## src/rtl/rtc_cal_pkg.sv

```systemverilog
package rtc_cal_pkg;
  localparam int DATA_W = 8;
  localparam int ADDR_W = 8;
  localparam int DAY_W  = 2 * DATA_W;
  localparam int NFLD   = 3;  // seconds, minutes, hours

  localparam logic [ADDR_W-1:0] A_CTRL  = 8'h14;
  localparam logic [ADDR_W-1:0] A_SEC   = 8'h15;
  localparam logic [ADDR_W-1:0] A_MIN   = 8'h16;
  localparam logic [ADDR_W-1:0] A_HOUR  = 8'h17;
  localparam logic [ADDR_W-1:0] A_DAYL  = 8'h18;
  localparam logic [ADDR_W-1:0] A_DAYH  = 8'h19;
  localparam logic [ADDR_W-1:0] A_AMIN  = 8'h1A;
  localparam logic [ADDR_W-1:0] A_AHOUR = 8'h1B;
  localparam logic [ADDR_W-1:0] A_ADAYL = 8'h1C;
  localparam logic [ADDR_W-1:0] A_ADAYH = 8'h1D;

  localparam int B_BUSY = 7;
  localparam int B_DAE  = 5;
  localparam int B_HAE  = 4;
  localparam int B_MAE  = 3;
  localparam int B_FLAG = 2;
  localparam int B_AIE  = 1;
  localparam int B_RUN  = 0;
endpackage

```

## src/rtl/cal_bcd_step.sv

```systemverilog
module cal_bcd_step #(
  parameter int          W     = 8,
  parameter logic [7:0]  LIMIT = 8'h59
) (
  input  logic [W-1:0] cur,
  output logic [W-1:0] nxt,
  output logic         wrap
);
  always_comb begin
    wrap = (cur == LIMIT);
    if (wrap)
      nxt = '0;
    else if (cur[3:0] == 4'h9)
      nxt = {cur[7:4] + 4'h1, 4'h0};
    else
      nxt = {cur[7:4], cur[3:0] + 4'h1};
  end
endmodule

```

## src/rtl/cal_time_core.sv

```systemverilog
module cal_time_core
  import rtc_cal_pkg::*;
(
  input  logic              clk,
  input  logic              rst,
  input  logic              step,
  input  logic              wr_en,
  input  logic [ADDR_W-1:0] addr,
  input  logic [DATA_W-1:0] wr_data,
  output logic [DATA_W-1:0] sec,
  output logic [DATA_W-1:0] min,
  output logic [DATA_W-1:0] hour,
  output logic [DAY_W-1:0]  day,
  output logic [DATA_W-1:0] nxt_min,
  output logic [DATA_W-1:0] nxt_hour,
  output logic [DAY_W-1:0]  nxt_day,
  output logic              roll
);
  logic [DATA_W-1:0] fld_q  [NFLD];
  logic [DATA_W-1:0] fld_nx [NFLD];
  logic [DATA_W-1:0] fld_d  [NFLD];
  logic              fld_wr [NFLD];
  logic [NFLD:0]     adv;
  logic [DAY_W-1:0]  day_q, day_d;

  assign adv[0] = step;

  for (genvar g = 0; g < NFLD; g++) begin : g_fld
    cal_bcd_step #(.W(DATA_W), .LIMIT((g == NFLD-1) ? 8'h23 : 8'h59)) u_step (
      .cur  (fld_q[g]),
      .nxt  (fld_nx[g]),
      .wrap (fld_wr[g])
    );
    assign adv[g+1] = adv[g] & fld_wr[g];

    always_comb begin
      fld_d[g] = adv[g] ? fld_nx[g] : fld_q[g];
      if (wr_en && addr == A_SEC + ADDR_W'(g))
        fld_d[g] = wr_data;
    end

    always_ff @(posedge clk) begin
      if (rst) fld_q[g] <= '0;
      else     fld_q[g] <= fld_d[g];
    end
  end

  always_comb begin
    day_d = adv[NFLD] ? day_q + DAY_W'(1) : day_q;
    if (wr_en && addr == A_DAYL) day_d[DATA_W-1:0]     = wr_data;
    if (wr_en && addr == A_DAYH) day_d[DAY_W-1:DATA_W] = wr_data;
  end

  always_ff @(posedge clk) begin
    if (rst) day_q <= '0;
    else     day_q <= day_d;
  end

  assign sec      = fld_q[0];
  assign min      = fld_q[1];
  assign hour     = fld_q[2];
  assign day      = day_q;
  assign nxt_min  = fld_d[1];
  assign nxt_hour = fld_d[2];
  assign nxt_day  = day_d;
  assign roll     = adv[1];

  // no tick and no write keeps all time state
  assert_hold_R5: assert property (@(posedge clk) disable iff (rst)
    (!step && !wr_en) |=> ($stable(sec) && $stable(min) && $stable(hour) && $stable(day)));

  // a plain ones-digit step adds one
  assert_sec_step_R1: assert property (@(posedge clk) disable iff (rst)
    (step && !wr_en && sec[3:0] < 4'h9) |=> (sec == $past(sec) + 8'h01));

  // full-day wrap clears time and bumps the day
  assert_day_wrap_R2: assert property (@(posedge clk) disable iff (rst)
    (step && !wr_en && sec == 8'h59 && min == 8'h59 && hour == 8'h23)
      |=> (sec == 8'h00 && min == 8'h00 && hour == 8'h00 && day == $past(day) + DAY_W'(1)));
endmodule

```

## src/rtl/cal_alarm_unit.sv

```systemverilog
module cal_alarm_unit
  import rtc_cal_pkg::*;
(
  input  logic              clk,
  input  logic              rst,
  input  logic              wr_en,
  input  logic [ADDR_W-1:0] addr,
  input  logic [DATA_W-1:0] wr_data,
  input  logic              roll,
  input  logic [DATA_W-1:0] nxt_min,
  input  logic [DATA_W-1:0] nxt_hour,
  input  logic [DAY_W-1:0]  nxt_day,
  output logic              run,
  output logic [5:0]        ctrl_lo,
  output logic [DATA_W-1:0] al_min,
  output logic [DATA_W-1:0] al_hour,
  output logic [DAY_W-1:0]  al_day,
  output logic              irq
);
  logic dae, hae, mae, aie, flag;
  logic dae_d, hae_d, mae_d, aie_d, run_d, flag_d;
  logic ctrl_wr, hit;

  assign ctrl_wr = wr_en && addr == A_CTRL;

  always_comb begin
    hit = roll
        && (!mae || al_min  == nxt_min)
        && (!hae || al_hour == nxt_hour)
        && (!dae || al_day  == nxt_day);
    {dae_d, hae_d, mae_d, aie_d, run_d} = {dae, hae, mae, aie, run};
    if (ctrl_wr)
      {dae_d, hae_d, mae_d, aie_d, run_d} =
        {wr_data[B_DAE], wr_data[B_HAE], wr_data[B_MAE], wr_data[B_AIE], wr_data[B_RUN]};
    flag_d = hit | (flag & ~(ctrl_wr & wr_data[B_FLAG]));
  end

  always_ff @(posedge clk) begin
    if (rst) begin
      {dae, hae, mae, aie, run, flag, irq} <= '0;
      al_min  <= '0;
      al_hour <= '0;
      al_day  <= '0;
    end else begin
      {dae, hae, mae, aie, run} <= {dae_d, hae_d, mae_d, aie_d, run_d};
      flag <= flag_d;
      irq  <= flag_d & aie_d;
      if (wr_en && addr == A_AMIN)  al_min  <= wr_data;
      if (wr_en && addr == A_AHOUR) al_hour <= wr_data;
      if (wr_en && addr == A_ADAYL) al_day[DATA_W-1:0]     <= wr_data;
      if (wr_en && addr == A_ADAYH) al_day[DAY_W-1:DATA_W] <= wr_data;
    end
  end

  assign ctrl_lo = {dae, hae, mae, flag, aie, run};

  // the flag only rises after a seconds wrap
  assert_flag_src_R7: assert property (@(posedge clk) disable iff (rst)
    $rose(flag) |-> $past(roll));

  // a clear with no wrap leaves the flag low
  assert_w1c_R8: assert property (@(posedge clk) disable iff (rst)
    (ctrl_wr && wr_data[B_FLAG] && !roll) |=> !flag);

  // interrupt never without flag and enable
  assert_irq_R9: assert property (@(posedge clk) disable iff (rst)
    irq |-> (flag && aie));
endmodule

```

## src/rtl/bcd_cal_alarm.sv

```systemverilog
module bcd_cal_alarm
  import rtc_cal_pkg::*;
(
  input  logic              clk,
  input  logic              rst,
  input  logic              sec_tick,
  input  logic              wr_en,
  input  logic [ADDR_W-1:0] addr,
  input  logic [DATA_W-1:0] wr_data,
  output logic [DATA_W-1:0] rd_data,
  output logic              irq
);
  logic [DATA_W-1:0] sec, min, hour, nxt_min, nxt_hour, al_min, al_hour;
  logic [DAY_W-1:0]  day, nxt_day, al_day;
  logic              run, roll;
  logic [5:0]        ctrl_lo;

  cal_time_core u_time (
    .clk, .rst,
    .step     (sec_tick & run),
    .wr_en, .addr, .wr_data,
    .sec, .min, .hour, .day,
    .nxt_min, .nxt_hour, .nxt_day, .roll
  );

  cal_alarm_unit u_alarm (
    .clk, .rst, .wr_en, .addr, .wr_data,
    .roll, .nxt_min, .nxt_hour, .nxt_day,
    .run, .ctrl_lo, .al_min, .al_hour, .al_day, .irq
  );

  always_ff @(posedge clk) begin
    if (rst) rd_data <= '0;
    else begin
      case (addr)
        A_CTRL:  rd_data <= {sec_tick, 1'b0, ctrl_lo};
        A_SEC:   rd_data <= sec;
        A_MIN:   rd_data <= min;
        A_HOUR:  rd_data <= hour;
        A_DAYL:  rd_data <= day[DATA_W-1:0];
        A_DAYH:  rd_data <= day[DAY_W-1:DATA_W];
        A_AMIN:  rd_data <= al_min;
        A_AHOUR: rd_data <= al_hour;
        A_ADAYL: rd_data <= al_day[DATA_W-1:0];
        A_ADAYH: rd_data <= al_day[DAY_W-1:DATA_W];
        default: rd_data <= '0;
      endcase
    end
  end

  // control read in a tick cycle shows busy
  assert_busy_R4: assert property (@(posedge clk) disable iff (rst)
    (addr == A_CTRL && sec_tick) |=> rd_data[B_BUSY]);

  // unmapped addresses read zero
  assert_unmapped_R3: assert property (@(posedge clk) disable iff (rst)
    (addr < A_CTRL || addr > A_ADAYH) |=> (rd_data == '0));
endmodule

```

## config.mk

```make
export PLATFORM = sky130hd
export DESIGN_NAME = bcd_cal_alarm
export DESIGN_NICKNAME = d
export VERILOG_FILES = /design/src/rtl/rtc_cal_pkg.sv /design/src/rtl/cal_bcd_step.sv /design/src/rtl/cal_time_core.sv /design/src/rtl/cal_alarm_unit.sv /design/src/rtl/bcd_cal_alarm.sv
export SDC_FILE = /design/constraint.sdc
export NUM_CORES = 1
export LEC_CHECK = 0
export BUFFER_PORTS_ARGS = -buffer_cell sky130_fd_sc_hd__buf_4
export CAP_MARGIN = 15
export CORE_UTILIZATION = 30
export CTS_BUF_LIST = sky130_fd_sc_hd__clkbuf_8
export CTS_CLUSTER_SIZE = 20
export DETAILED_ROUTE_END_ITERATION = 8
export GPL_TIMING_DRIVEN = 0
export PLACE_DENSITY = 0.57
export SYNTH_ARGS = -nofsm -noshare
export SYNTH_HDL_FRONTEND = slang
export SYNTH_HIERARCHICAL = 1
export SYNTH_SLANG_ARGS = --single-unit
```

## constraint.sdc

```tcl
create_clock -name clk -period 4.1 [get_ports clk]
set_input_delay 0.205 -clock clk [delete_from_list [all_inputs] [get_ports clk]]
set_output_delay 0.205 -clock clk [all_outputs]
set_load 0.01 [all_outputs]
```

### After elaboration in Yosys (flattened, before gate mapping)

Memories as Yosys holds them, arrays and structs flattened.
Index checks and enable logic that the tools add are counted.

| operators by class | value |
|---|---|
| bitwise gates (word level) | 12 |
| magnitude comparators | 0 |
| div/mod/pow operators | 0 |
| add/sub/neg operators | 7 |
| mux-type cells | 23 |
| equality and inequality tests | 19 |
| multipliers | 0 |
| reductions and logical operators | 19 |
| shift operators | 0 |

Operators with widths:

| cell | number |
|---|---|
| 8-bit two-way mux | 17 |
| 8-bit by 5-bit equality test with 1-bit output, second input constant | 10 |
| 8-bit one-hot mux with 10 select lines | 1 |
| 4-bit by 1-bit adder with 4-bit output, second input constant | 6 |
| 16-bit by 1-bit adder with 16-bit output, second input constant | 1 |
| 16-bit equality test | 1 |
| 8-bit by 7-bit equality test with 1-bit output, second input constant | 2 |
| 8-bit equality test | 2 |
| 16-bit two-way mux | 1 |
| 1-bit logical AND | 13 |
| 4-bit equality test, second input constant | 3 |
| 8-bit by 6-bit equality test with 1-bit output, second input constant | 1 |
| 1-bit bitwise AND | 7 |
| 1-bit two-way mux | 4 |
| 1-bit OR | 4 |
| 1-bit zero test | 3 |
| 1-bit logical OR | 3 |
| 1-bit NOT | 1 |

| storage, ports and cells | value |
|---|---|
| RAM bits | 24 |
| word-level logic and storage cells | 94 |
| input bits | 20 |
| bits in latches | 0 |
| bits in read-only memories | 0 |
| register bits after elaboration | 63 |
| memories | 1 |

Memories:

| name | words | bits a word | read ports | clocked after Yosys merged registers in | write ports | RTL line | text |
|---|---|---|---|---|---|---|---|
| u_time.fld_q | 3 | 8 | 3 | 0 | 3 | cal_time_core.sv:19 | `logic [DATA_W-1:0] fld_q [NFLD];` |

### Depth between registers and ports, before layout

Gate-level depths: netlist (run 1).

| depth | value |
|---|---|
| depth after elaboration | 12 |
| mapped depth | 15 |
| mapped depth without buffers | 14 |

### By module

The synthesis (run 1) kept the hierarchy.

Modules (own cells, without submodules):

| module | cells an instance | instances | area an instance (µm²) | sequential area each (µm²) |
|---|---|---|---|---|
| cal_time_core | 274 | 1 | 2,263.4 | 800.8 |
| cal_alarm_unit | 181 | 1 | 1,866.8 | 780.7 |
| bcd_cal_alarm | 128 | 1 | 994.7 | 160.2 |
| cal_bcd_step at u_time.g_fld[0].u_step ... | 30 | 2 | 220.2 | 0.0 |
| cal_bcd_step at u_time.g_fld[2].u_step | 27 | 1 | 190.2 | 0.0 |

### Worst setup path before layout (run 1)

Ideal clock, no wire load.

| path | value |
|---|---|
| path type | reg-to-reg |
| start point | mem u_time.fld_q[0][4] |
| end point | reg u_alarm.irq |
| data required time | 4.027 ns |
| setup time | 0.073 ns |
| path slack | 0.835 ns |
| stages on the path, launching flop included | 14 |
| arrival time | 3.192 ns |
| cell sequence | dfxtp_1 -> ha_1 -> nand3b_1 -> nor2_1 -> nand4_4 -> or4_4 -> or3_1 -> and3_1 -> nor2_1 -> xnor2_1 -> nand4_1 -> o41ai_1 -> a41oi_2 -> nor3_2 |

RTL lines:

| what | RTL line | text |
|---|---|---|
| start, declared | cal_time_core.sv:19 |  |
| end signal, assigned | cal_alarm_unit.sv:47 | `irq <= flag_d & aie_d;` |
| end, declared | cal_alarm_unit.sv:18 | `output logic irq` |

==> qor.json, run 1 <==
{
  "status": {"value": "complete, no violations"},
  "syn_area": {"value": 0.005756, "unit": "mm^2"},
  "area_of_the_placeable_core": {"value": 0.01877, "unit": "mm^2"},
  "synth-edff-count": {"value": 0},
  "initial_utilization": {"value": 30.67, "unit": "%"},
  "max_stage_delay": {"value": 620, "unit": "ps"},
  "drtIter0Drc": {"value": 423},
  "place.port_buffers": {"value": 28},
  "cts_inserted_buffers": {"value": 9},
  "maximum_number_of_pins_on_one_net_before_global_route_repair": {"value": 16},
  "synth_area_per_cell": {"value": 8.590, "unit": "um^2"},
  "use_met1": {"value": 26.26, "unit": "%"},
  "post-synth-top-area-cell": {"value": "sky130_fd_sc_hd__dfxtp_1"},
  "worst_vdd_rail_ir_drop": {"value": 0.1221, "unit": "mV"},
  "finalNonFillerCells": {"value": 948},
  "fmax": {"value": 0.2525, "unit": "GHz"},
  "timing.critical_path.required": {"value": 4420, "unit": "ps"},
  "postSynth.topFlopCell": {"value": "sky130_fd_sc_hd__dfxtp_1"},
  "yosysSeqAreaShare": {"value": 30.26, "unit": "%"},
  "totalPowerFinal": {"value": 1.646, "unit": "mW"},
  "max_slew_margin": {"value": 48.44, "unit": "%"},
  "report.final.slew_viol_count": {"value": 0},
  "critPathKind": {"value": "reg2reg"},
  "drt-vias-per-instance": {"value": 5.253},
  "grt_pass1_vias": {"value": 4587},
  "startpoint": {"value": "u_time/fld_q[1][0]"},
  "placed_cells": {"value": 932},
  "power_density": {"value": 253.8, "unit": "mW/mm^2"},
  "r2r-end": {"value": "u_alarm/irq"},
  "h-tree-depth": {"value": 3},
  "clock_transition_at_path_regs": {"value": 90, "unit": "ps"},
  "grt-busiest-layer": {"value": "met2"},
  "synth.area.top_cells": {"value": "sky130_fd_sc_hd__dfxtp_1, sky130_fd_sc_hd__mux2i_1, sky130_fd_sc_hd__xnor2_1"},
  "worstSetupEndpointType": {"value": "flop"},
  "drive_above_1_share": {"value": 14.29, "unit": "%"},
  "die_area": {"value": 0.01974, "unit": "mm^2"},
  "route.detailed.wl_per_inst": {"value": 19.35, "unit": "um"},
  "grt_antenna_before_repair": {"value": 0},
  "hold_path.class": {"value": "in2reg"},
  "regToRegSetupSlack": {"value": 140, "unit": "ps"},
  "post-route-min-period": {"value": 3961, "unit": "ps"},
  "replace_congestion": {"value": 0.9568},
  "critical_path.endpoint": {"value": "u_alarm/irq"},
  "number_of_flip_flops_and_latches_in_the_synthesized_netlist": {"value": 87},
  "length_of_the_first_detailed_routing_pass_in_iterations": {"value": 6},
  "fillCellCount": {"value": 1981},
  "synth.top_cell.area_share": {"value": 30.26, "unit": "%"},
  "synthesis.instances": {"value": 670},
  "synthesis_warnings": {"value": 6},
  "floorplan.io_pins": {"value": 29},
  "critical_path_fanouts_max": {"value": 9},
  "cts_tree": {"value": "done"},
  "max_cap_check_violation_count": {"value": 0},
  "critical-path-slowest-cell": {"value": "sky130_fd_sc_hd__or4_4"},
  "synth-async-reset-ratio": {"value": 0, "unit": "%"},
  "detail_route.drc_violations": {"value": 0},
  "crit_cells": {"value": 13},
  "hpwl": {"value": 13.59, "unit": "mm"},
  "synth.most_common_cell": {"value": "sky130_fd_sc_hd__nor2_1"},
  "yosys_cell_types": {"value": 62},
  "synth_common_cells": {"value": "sky130_fd_sc_hd__nor2_1, sky130_fd_sc_hd__dfxtp_1, sky130_fd_sc_hd__mux2i_1"},
  "antenna_violating_nets_post_route": {"value": 0},
  "grt.met2_usage": {"value": 30.03, "unit": "%"},
  "critPathLaunchType": {"value": "flop"},
  "clkSinkCount": {"value": 87},
  "rsz0062_at_grt": {"value": "false"},
  "endpoints_failing_hold": {"value": 0},
  "synthToLayoutAreaGrowth": {"value": 12.70, "unit": "%"},
  "clk_latency": {"value": 390, "unit": "ps"},
  "signal_arrival_time_at_the_worst_endpoint": {"value": 4280, "unit": "ps"},
  "num_rows": {"value": 50},
  "chipWidth": {"value": 140.5, "unit": "um"},
  "finClkSkew": {"value": 15.20, "unit": "ps"},
  "syn-num-nets": {"value": 701},
  "grt.met3_usage": {"value": 3.658, "unit": "%"},
  "crit_path_cell_trace": {"value": "ha_1 -> nand3b_1 -> nor2_2 -> nand4_4 -> or4_4 -> or3_1 -> and3_1 -> nor2_1 -> xnor2_1 -> nand4_1 -> o41ai_2 -> a41oi_2 -> nor3_2"},
  "critical_path.reg2reg.startpoint": {"value": "u_time/fld_q[1][0]"},
  "globalRoute.totalOverflow": {"value": 0},
  "timing_worst_slew_pin_value": {"value": 770.2, "unit": "ps"},
  "clockRootBuffer": {"value": "sky130_fd_sc_hd__clkbuf_8"},
  "total_leakage_power": {"value": 2.553, "unit": "nW"},
  "clockBufferDepth": {"value": 2},
  "antennaDiodeCount": {"value": 0},
  "crit_buf_inv": {"value": 0},
  "setup_viol": {"value": 0},
  "route.final.wire_length": {"value": 18.35, "unit": "mm"},
  "globalRouteTotalUtil": {"value": 18.99, "unit": "%"},
  "via_count": {"value": 4980},
  "grt_pass1_wl": {"value": 27.90, "unit": "mm"},
  "reg2regPathDepth": {"value": 13},
  "final_net_count": {"value": 740},
  "die_h": {"value": 140.5, "unit": "um"},
  "post-route-period-util": {"value": 96.61, "unit": "%"},
  "path_delay_family": {"value": "simple AND/OR/NAND/NOR gates"}
}
-- worst register-to-register path, cell delays in order (launching register included) --
cell and delay (ps):
sky130_fd_sc_hd__dfxtp_1 450, sky130_fd_sc_hd__ha_1 230, sky130_fd_sc_hd__nand3b_1 130, sky130_fd_sc_hd__nor2_2 310
sky130_fd_sc_hd__nand4_4 260, sky130_fd_sc_hd__or4_4 630, sky130_fd_sc_hd__or3_1 310, sky130_fd_sc_hd__and3_1 190
sky130_fd_sc_hd__nor2_1 210, sky130_fd_sc_hd__xnor2_1 160, sky130_fd_sc_hd__nand4_1 130, sky130_fd_sc_hd__o41ai_2 490
sky130_fd_sc_hd__a41oi_2 220, sky130_fd_sc_hd__nor3_2 170
-- cell type report --
| class | count | area [um^2] | share of cell area (%) |
|---|---|---|---|
| Buffer | 55 | 347.8 | 5.363 |
| Clock buffer | 9 | 123.9 | 1.910 |
| Clock inverter | 7 | 88.84 | 1.370 |
| Inverter | 15 | 56.30 | 0.8681 |
| Multi-Input combinational cell | 513 | 3623 | 55.86 |
| Sequential cell | 87 | 1743 | 26.87 |
| Tap cell | 234 | 292.8 | 4.514 |
| Timing Repair Buffer | 28 | 210.2 | 3.241 |
-- registers in the layout, indices dropped and copies added (netlist names) --
| name | flops |
|---|---|
| u_alarm/aie | 1 |
| u_alarm/run | 1 |
| u_time/fld_q | 24 |
| u_alarm/hae | 1 |
| u_alarm/al_min | 8 |
| u_alarm/flag | 1 |
| u_alarm/al_day | 16 |
| u_alarm/irq | 1 |
| u_alarm/dae | 1 |
| u_alarm/mae | 1 |
| u_time/day | 16 |
| u_alarm/al_hour | 8 |
| rd_data | 8 |
-- layer usage --
metal  vias up  share of wire [%]
met5         -                  0
met4         0                1.5
met3        27                7.2
met2       177                 45
met1      2320                 46
li1       2456                  -
-- cell families (layout without fill, tap and decap cells) --
| logic type | count (synthesis) | in the layout | share of synthesized area, % |
|---|---|---|---|
| xor+xnor | 51 | 51 | 7.761 |
| fa+ha+maj | 11 | 11 | 2.391 |
| compound gates | 122 | 122 | 14.26 |
| simple gates | 250 | 250 | 24.35 |
| flops | 87 | 87 | 30.26 |
| mux | 79 | 79 | 13.96 |
| buf+inv | 70 | 114 | 7.021 |
-- report_power, final --
part           total, mW  switching [mW]  internal [mW]
combinational      0.130          0.0875         0.0425
sequential         0.848         0.00218          0.846
clock              0.668           0.330          0.339
-- how the worst min path moves through the flow --
stage | from | end | slack, ps | cells past startpoint
2_1_floorplan | wr_data[0] | u_alarm/al_day[0] | 350 | 2
3_3_place_gp | u_alarm/run | u_alarm/run | 500 | 2
3_5_place_dp | u_alarm/mae | u_alarm/mae | 510 | 2
4_1_cts | wr_data[4] | u_time/fld_q[0][4] | 190 | 3
5_1_grt | wr_data[7] | u_alarm/al_day[15] | 190 | 3
6_report | wr_data[4] | u_time/fld_q[0][4] | 210 | 3
-- stage by stage --
| stage | area (um^2) | worst slack, ps | setup TNS, ps | utilization [%] | hold WS [ps] |
|---|---|---|---|---|---|
| 2_1_floorplan | 5756 | 835.1 | 0 | - | 348.9 |
| 3_3_place_gp | 6259 | -80.29 | -80.56 | 33.35 | 496.0 |
| 3_5_place_dp | 6259 | -84.68 | -100.5 | 33.35 | 509.9 |
| 4_1_cts | 6479 | 51.42 | 0 | 34.52 | 188.2 |
| 5_1_grt | 6486 | 22.70 | 0 | 34.56 | 193.9 |
| 6_report | 6486 | 139.1 | 0 | 34.56 | 209.5 |
-- placed cells by master (no fill, tap or decap), types with 3 or more instances in the layout --
| cell type | Yosys | routed |
|---|---|---|
| sky130_fd_sc_hd__nor3b_1 | 6 | 6 |
| sky130_fd_sc_hd__buf_4 | 24 | 52 |
| sky130_fd_sc_hd__a22o_1 | 6 | 6 |
| sky130_fd_sc_hd__nand2_1 | 24 | 24 |
| sky130_fd_sc_hd__and3_1 | 7 | 7 |
| sky130_fd_sc_hd__nand4_2 | 3 | 3 |
| sky130_fd_sc_hd__o21ai_0 | 12 | 12 |
| sky130_fd_sc_hd__buf_2 | 5 | 5 |
| sky130_fd_sc_hd__nand4_1 | 10 | 10 |
| sky130_fd_sc_hd__and2_1 | 7 | 7 |
| sky130_fd_sc_hd__buf_6 | 6 | 6 |
| sky130_fd_sc_hd__a211oi_1 | 20 | 20 |
| sky130_fd_sc_hd__nand3b_1 | 8 | 8 |
| sky130_fd_sc_hd__a32oi_1 | 7 | 7 |
| sky130_fd_sc_hd__ha_1 | 11 | 11 |
| sky130_fd_sc_hd__xor2_1 | 3 | 3 |
| sky130_fd_sc_hd__mux2i_1 | 75 | 75 |
| sky130_fd_sc_hd__a22oi_1 | 6 | 6 |
| sky130_fd_sc_hd__xnor2_1 | 48 | 48 |
| sky130_fd_sc_hd__nor2b_1 | 27 | 27 |
| sky130_fd_sc_hd__o22a_1 | 5 | 5 |
| sky130_fd_sc_hd__nand3_1 | 10 | 10 |
| sky130_fd_sc_hd__nand4b_1 | 3 | 3 |
| sky130_fd_sc_hd__clkbuf_8 | 0 | 9 |
| sky130_fd_sc_hd__a21oi_1 | 38 | 38 |
| sky130_fd_sc_hd__and3b_1 | 3 | 3 |
| sky130_fd_sc_hd__a21o_1 | 4 | 4 |
| sky130_fd_sc_hd__clkbuf_1 | 20 | 20 |
| sky130_fd_sc_hd__inv_1 | 15 | 16 |
| sky130_fd_sc_hd__a32o_1 | 3 | 3 |
| sky130_fd_sc_hd__a31oi_1 | 8 | 8 |
| sky130_fd_sc_hd__or3_1 | 4 | 4 |
| sky130_fd_sc_hd__nor2_1 | 103 | 101 |
| sky130_fd_sc_hd__nor3_1 | 9 | 9 |
| sky130_fd_sc_hd__nand2b_1 | 4 | 4 |
| sky130_fd_sc_hd__o22ai_1 | 3 | 3 |
| sky130_fd_sc_hd__dfxtp_1 | 87 | 86 |
-- timing repair --
item,4_1_cts,5_1_grt
buffers inserted,0,0
setup endpoints to repair,2,2
gates resized for setup,1,4
hold buffers,0,0
(Power assumes the default switching activity.)
==> inputs of run 2 (changes only) <==
--- a/config.mk
+++ b/config.mk
@@ -6,13 +6,13 @@
 export NUM_CORES = 1
 export LEC_CHECK = 0
 export BUFFER_PORTS_ARGS = -buffer_cell sky130_fd_sc_hd__buf_4
-export CAP_MARGIN = 15
+export CAP_MARGIN = 20
 export CORE_UTILIZATION = 30
 export CTS_BUF_LIST = sky130_fd_sc_hd__clkbuf_8
 export CTS_CLUSTER_SIZE = 20
 export DETAILED_ROUTE_END_ITERATION = 8
 export GPL_TIMING_DRIVEN = 0
-export PLACE_DENSITY = 0.57
+export PLACE_DENSITY = 0.58
 export SYNTH_ARGS = -nofsm -noshare
 export SYNTH_HDL_FRONTEND = slang
 export SYNTH_HIERARCHICAL = 1
==> constraint.sdc (replaced) <==
create_clock -name clk -period 3.58 [get_ports clk]
set_input_delay 0.179 -clock clk [delete_from_list [all_inputs] [get_ports clk]]
set_output_delay 0.179 -clock clk [all_outputs]
set_load 0.01 [all_outputs]
==> run 2 against run 1 <==
Compared with the run above:
- power up 11%
- worst setup slack worse by 120 ps
- count of clock-buffer cells in the layout up 2
- clock skew down 7.4 ps
==> qor.json, run 2 (same netlist as run 1, synthesis figures left out) <==
{
  "crit_path_cell_trace": {"value": "inv_2 -> ha_4 -> nand3b_1 -> nor2_4 -> nand4_4 -> or4_4 -> or3_1 -> and3_4 -> nor2_4 -> xnor2_2 -> nand4_1 -> o41ai_4 -> a41oi_2 -> nor3_2", "change": "was ha_1 -> nand3b_1 -> nor2_2 -> nand4_4 -> or4_4 -> or3_1 -> and3_1 -> nor2_1 -> xnor2_1 -> nand4_1 -> o41ai_2 -> a41oi_2 -> nor3_2"},
  "layout.cells.most_common": {"value": "sky130_fd_sc_hd__nor2_1", "change": "unchanged"},
  "largest_register_ffs": {"value": 24, "change": "unchanged"},
  "globalRoute.totalOverflow": {"value": 0, "change": "unchanged"},
  "worstSetupEndpointType": {"value": "flop", "change": "unchanged"},
  "antennaDiodeCount": {"value": 0, "change": "unchanged"},
  "clockRootBuffer": {"value": "sky130_fd_sc_hd__clkbuf_8", "change": "unchanged"},
  "critPathKind": {"value": "reg2reg", "change": "unchanged"},
  "max_stage_delay": {"value": 570, "unit": "ps", "change": "was 620 ps"},
  "endpoints_failing_hold": {"value": 0, "change": "unchanged"},
  "die_h": {"value": 140.5, "unit": "um", "change": "unchanged"},
  "timing_worst_slew_pin_value": {"value": 726.9, "unit": "ps", "change": "was 770.2 ps"},
  "total_leakage_power": {"value": 2.741, "unit": "nW", "change": "was 2.553 nW"},
  "drtIter0Drc": {"value": 459, "change": "was 423"},
  "cts_hold_repair.buffers": {"value": 0, "change": "unchanged"},
  "chipWidth": {"value": 140.5, "unit": "um", "change": "unchanged"},
  "power_density": {"value": 264.8, "unit": "mW/mm^2", "change": "was 253.8 mW/mm^2"},
  "post-route-min-period": {"value": 3558, "unit": "ps", "change": "was 3961 ps"},
  "num_rows": {"value": 50, "change": "unchanged"},
  "rsz0062_at_grt": {"value": "true", "change": "was false"},
  "synthToLayoutAreaGrowth": {"value": 20.26, "unit": "%", "change": "was 12.70%"},
  "grt_pass1_vias": {"value": 4776, "change": "was 4,587"},
  "worst_vdd_rail_ir_drop": {"value": 0.1666, "unit": "mV", "change": "was 0.1221 mV"},
  "timing.critical_path.required": {"value": 3880, "unit": "ps", "change": "was 4420 ps"},
  "die_area": {"value": 0.01974, "unit": "mm^2", "change": "unchanged"},
  "clockBufferDepth": {"value": 2, "change": "unchanged"},
  "antenna_violating_nets_post_route": {"value": 0, "change": "unchanged"},
  "cts_inserted_buffers": {"value": 9, "change": "unchanged"},
  "critical-path-top-cell-by-count": {"value": "sky130_fd_sc_hd__nor2_4"},
  "regToRegSetupSlack": {"value": 20, "unit": "ps", "change": "was 140 ps"},
  "length_of_the_first_detailed_routing_pass_in_iterations": {"value": 5, "change": "was 6"},
  "max_cap_check_violation_count": {"value": 0, "change": "unchanged"},
  "globalRouteTotalUtil": {"value": 19.19, "unit": "%", "change": "was 18.99%"},
  "dpl-instance-area": {"value": 0.006259, "unit": "mm^2", "change": "unchanged"},
  "route.final.wire_length": {"value": 19.02, "unit": "mm", "change": "was 18.35 mm"},
  "drt-vias-per-instance": {"value": 5.351, "change": "was 5.253"},
  "post-route-cell-area": {"value": 0.006922, "unit": "mm^2", "change": "was 0.006486 mm^2"},
  "setup_viol": {"value": 0, "change": "unchanged"},
  "fmax": {"value": 0.2811, "unit": "GHz", "change": "was 0.2525 GHz"},
  "setup_ws": {"value": 22.46, "unit": "ps", "change": "was 139.1 ps"},
  "hpwl": {"value": 13.55, "unit": "mm", "change": "was 13.59 mm"},
  "report.final.slew_viol_count": {"value": 0, "change": "unchanged"},
  "detail_route.drc_violations": {"value": 0, "change": "unchanged"},
  "critical_path_fanouts_max": {"value": 4, "change": "was 9"},
  "max_slew_margin": {"value": 51.34, "unit": "%", "change": "was 48.44%"},
  "grt_pass1_wl": {"value": 28.19, "unit": "mm", "change": "was 27.90 mm"},
  "clock_transition_at_path_regs": {"value": 80, "unit": "ps", "change": "was 90 ps"},
  "floorplan.io_pins": {"value": 29, "change": "unchanged"},
  "clkSinkCount": {"value": 87, "change": "unchanged"},
  "initial_utilization": {"value": 30.67, "unit": "%", "change": "unchanged"},
  "finClkSkew": {"value": 7.768, "unit": "ps", "change": "was 15.20 ps"},
  "path_delay_family": {"value": "simple AND/OR/NAND/NOR gates", "change": "unchanged"},
  "status": {"value": "complete, no violations", "change": "unchanged"},
  "post-route-period-util": {"value": 99.37, "unit": "%", "change": "was 96.61%"},
  "via_count": {"value": 5239, "change": "was 4,980"},
  "clk_latency": {"value": 380, "unit": "ps", "change": "was 390 ps"},
  "largest-register": {"value": "u_time/fld_q", "change": "unchanged"},
  "grt_antenna_before_repair": {"value": 0, "change": "unchanged"},
  "critical-path-slowest-cell": {"value": "sky130_fd_sc_hd__or4_4", "change": "unchanged"},
  "h-tree-depth": {"value": 3, "change": "unchanged"},
  "drive_above_1_share": {"value": 23.22, "unit": "%", "change": "was 14.29%"},
  "route.detailed.wl_per_inst": {"value": 19.43, "unit": "um", "change": "was 19.35 um"},
  "area_of_the_placeable_core": {"value": 0.01877, "unit": "mm^2", "change": "unchanged"},
  "layout_common_cells": {"value": "sky130_fd_sc_hd__nor2_1, sky130_fd_sc_hd__buf_4, sky130_fd_sc_hd__mux2i_1", "change": "was sky130_fd_sc_hd__nor2_1, sky130_fd_sc_hd__dfxtp_1, sky130_fd_sc_hd__mux2i_1"},
  "signal_arrival_time_at_the_worst_endpoint": {"value": 3860, "unit": "ps", "change": "was 4280 ps"},
  "worst_slack_after_detailed_placement": {"value": -618.4, "unit": "ps", "change": "was -84.68 ps"},
  "totalPowerFinal": {"value": 1.833, "unit": "mW", "change": "was 1.646 mW"},
  "critPathLaunchType": {"value": "flop", "change": "unchanged"},
  "replace_congestion": {"value": 0.9475, "change": "was 0.9568"},
  "maximum_number_of_pins_on_one_net_before_global_route_repair": {"value": 16, "change": "unchanged"},
  "final_net_count": {"value": 772, "change": "was 740"},
  "crit_buf_inv": {"value": 1, "change": "was 0"},
  "cts_tree": {"value": "done", "change": "unchanged"},
  "place.port_buffers": {"value": 28, "change": "unchanged"},
  "hold_path.class": {"value": "in2reg", "change": "unchanged"}
}
-- run 2: timing repair --
action	CTS	global route
pin swaps	9	24
resized for setup	27	39
endpoints found under the hold margin	0	0
setup endpoints to repair	2	2
setup buffers	18	17
-- run 2: tightest hold or removal path: cells and delay by family --
kind	cells	cell delay [ps]
AO/OA/AOI/OAI	1	50
buffers and inverters	1	180
AND/OR/NAND/NOR	1	110
-- run 2: through the flow --
| stage | TNS, ps | instances | utilization [%] | hold slack (ps) |
|---|---|---|---|---|
| final | 0 | 979 | 36.88 | 183.2 |
| after global routing | -27.00 | 979 | 36.88 | 190.7 |
| after CTS | 0 | 965 | 35.53 | 170.1 |
| after detailed placement | -1140 | 932 | 33.35 | 524.1 |
| after global placement | -1097 | 932 | 33.35 | 499.5 |
| after floorplan | 0 | 670 | - | 322.9 |
-- run 2: power breakdown --
| group | leakage, nW | internal (mW) | switching (mW) |
|---|---|---|---|
| combinational | 1.93 | 0.0494 | 0.102 |
| clock | 0.103 | 0.353 | 0.365 |
| sequential | 0.711 | 0.960 | 0.00243 |
-- run 2: cell type report --
type                            instances  area (um^2)
Clock inverter                          4        46.29
Fill cell                            1939        11850
Buffer                                 52        329.1
Tap cell                              234        292.8
Multi-Input combinational cell        513         3782
Inverter                               15        56.30
Sequential cell                        87         1787
Timing Repair Buffer                   63        476.7
Clock buffer                           11        151.4
-- run 2: final timing paths --
kind,startpoint,depth (start not counted),end
setup / recovery,u_time/fld_q[1][1],14,u_alarm/irq
hold / removal,wr_data[5],3,u_time/fld_q[0][5]
hold reg to reg,u_alarm/al_day[11],2,u_alarm/al_day[11]
setup reg to reg,u_time/fld_q[1][1],14,u_alarm/irq
-- run 2: per-layer routing --
layer	wire length (um)	vias to the layer above	GRT usage, %
met5	0	-	0
met4	685	0	9.153
met3	971	42	2.393
met2	8405	181	29.76
met1	8961	2505	26.34
li1	-	2511	-
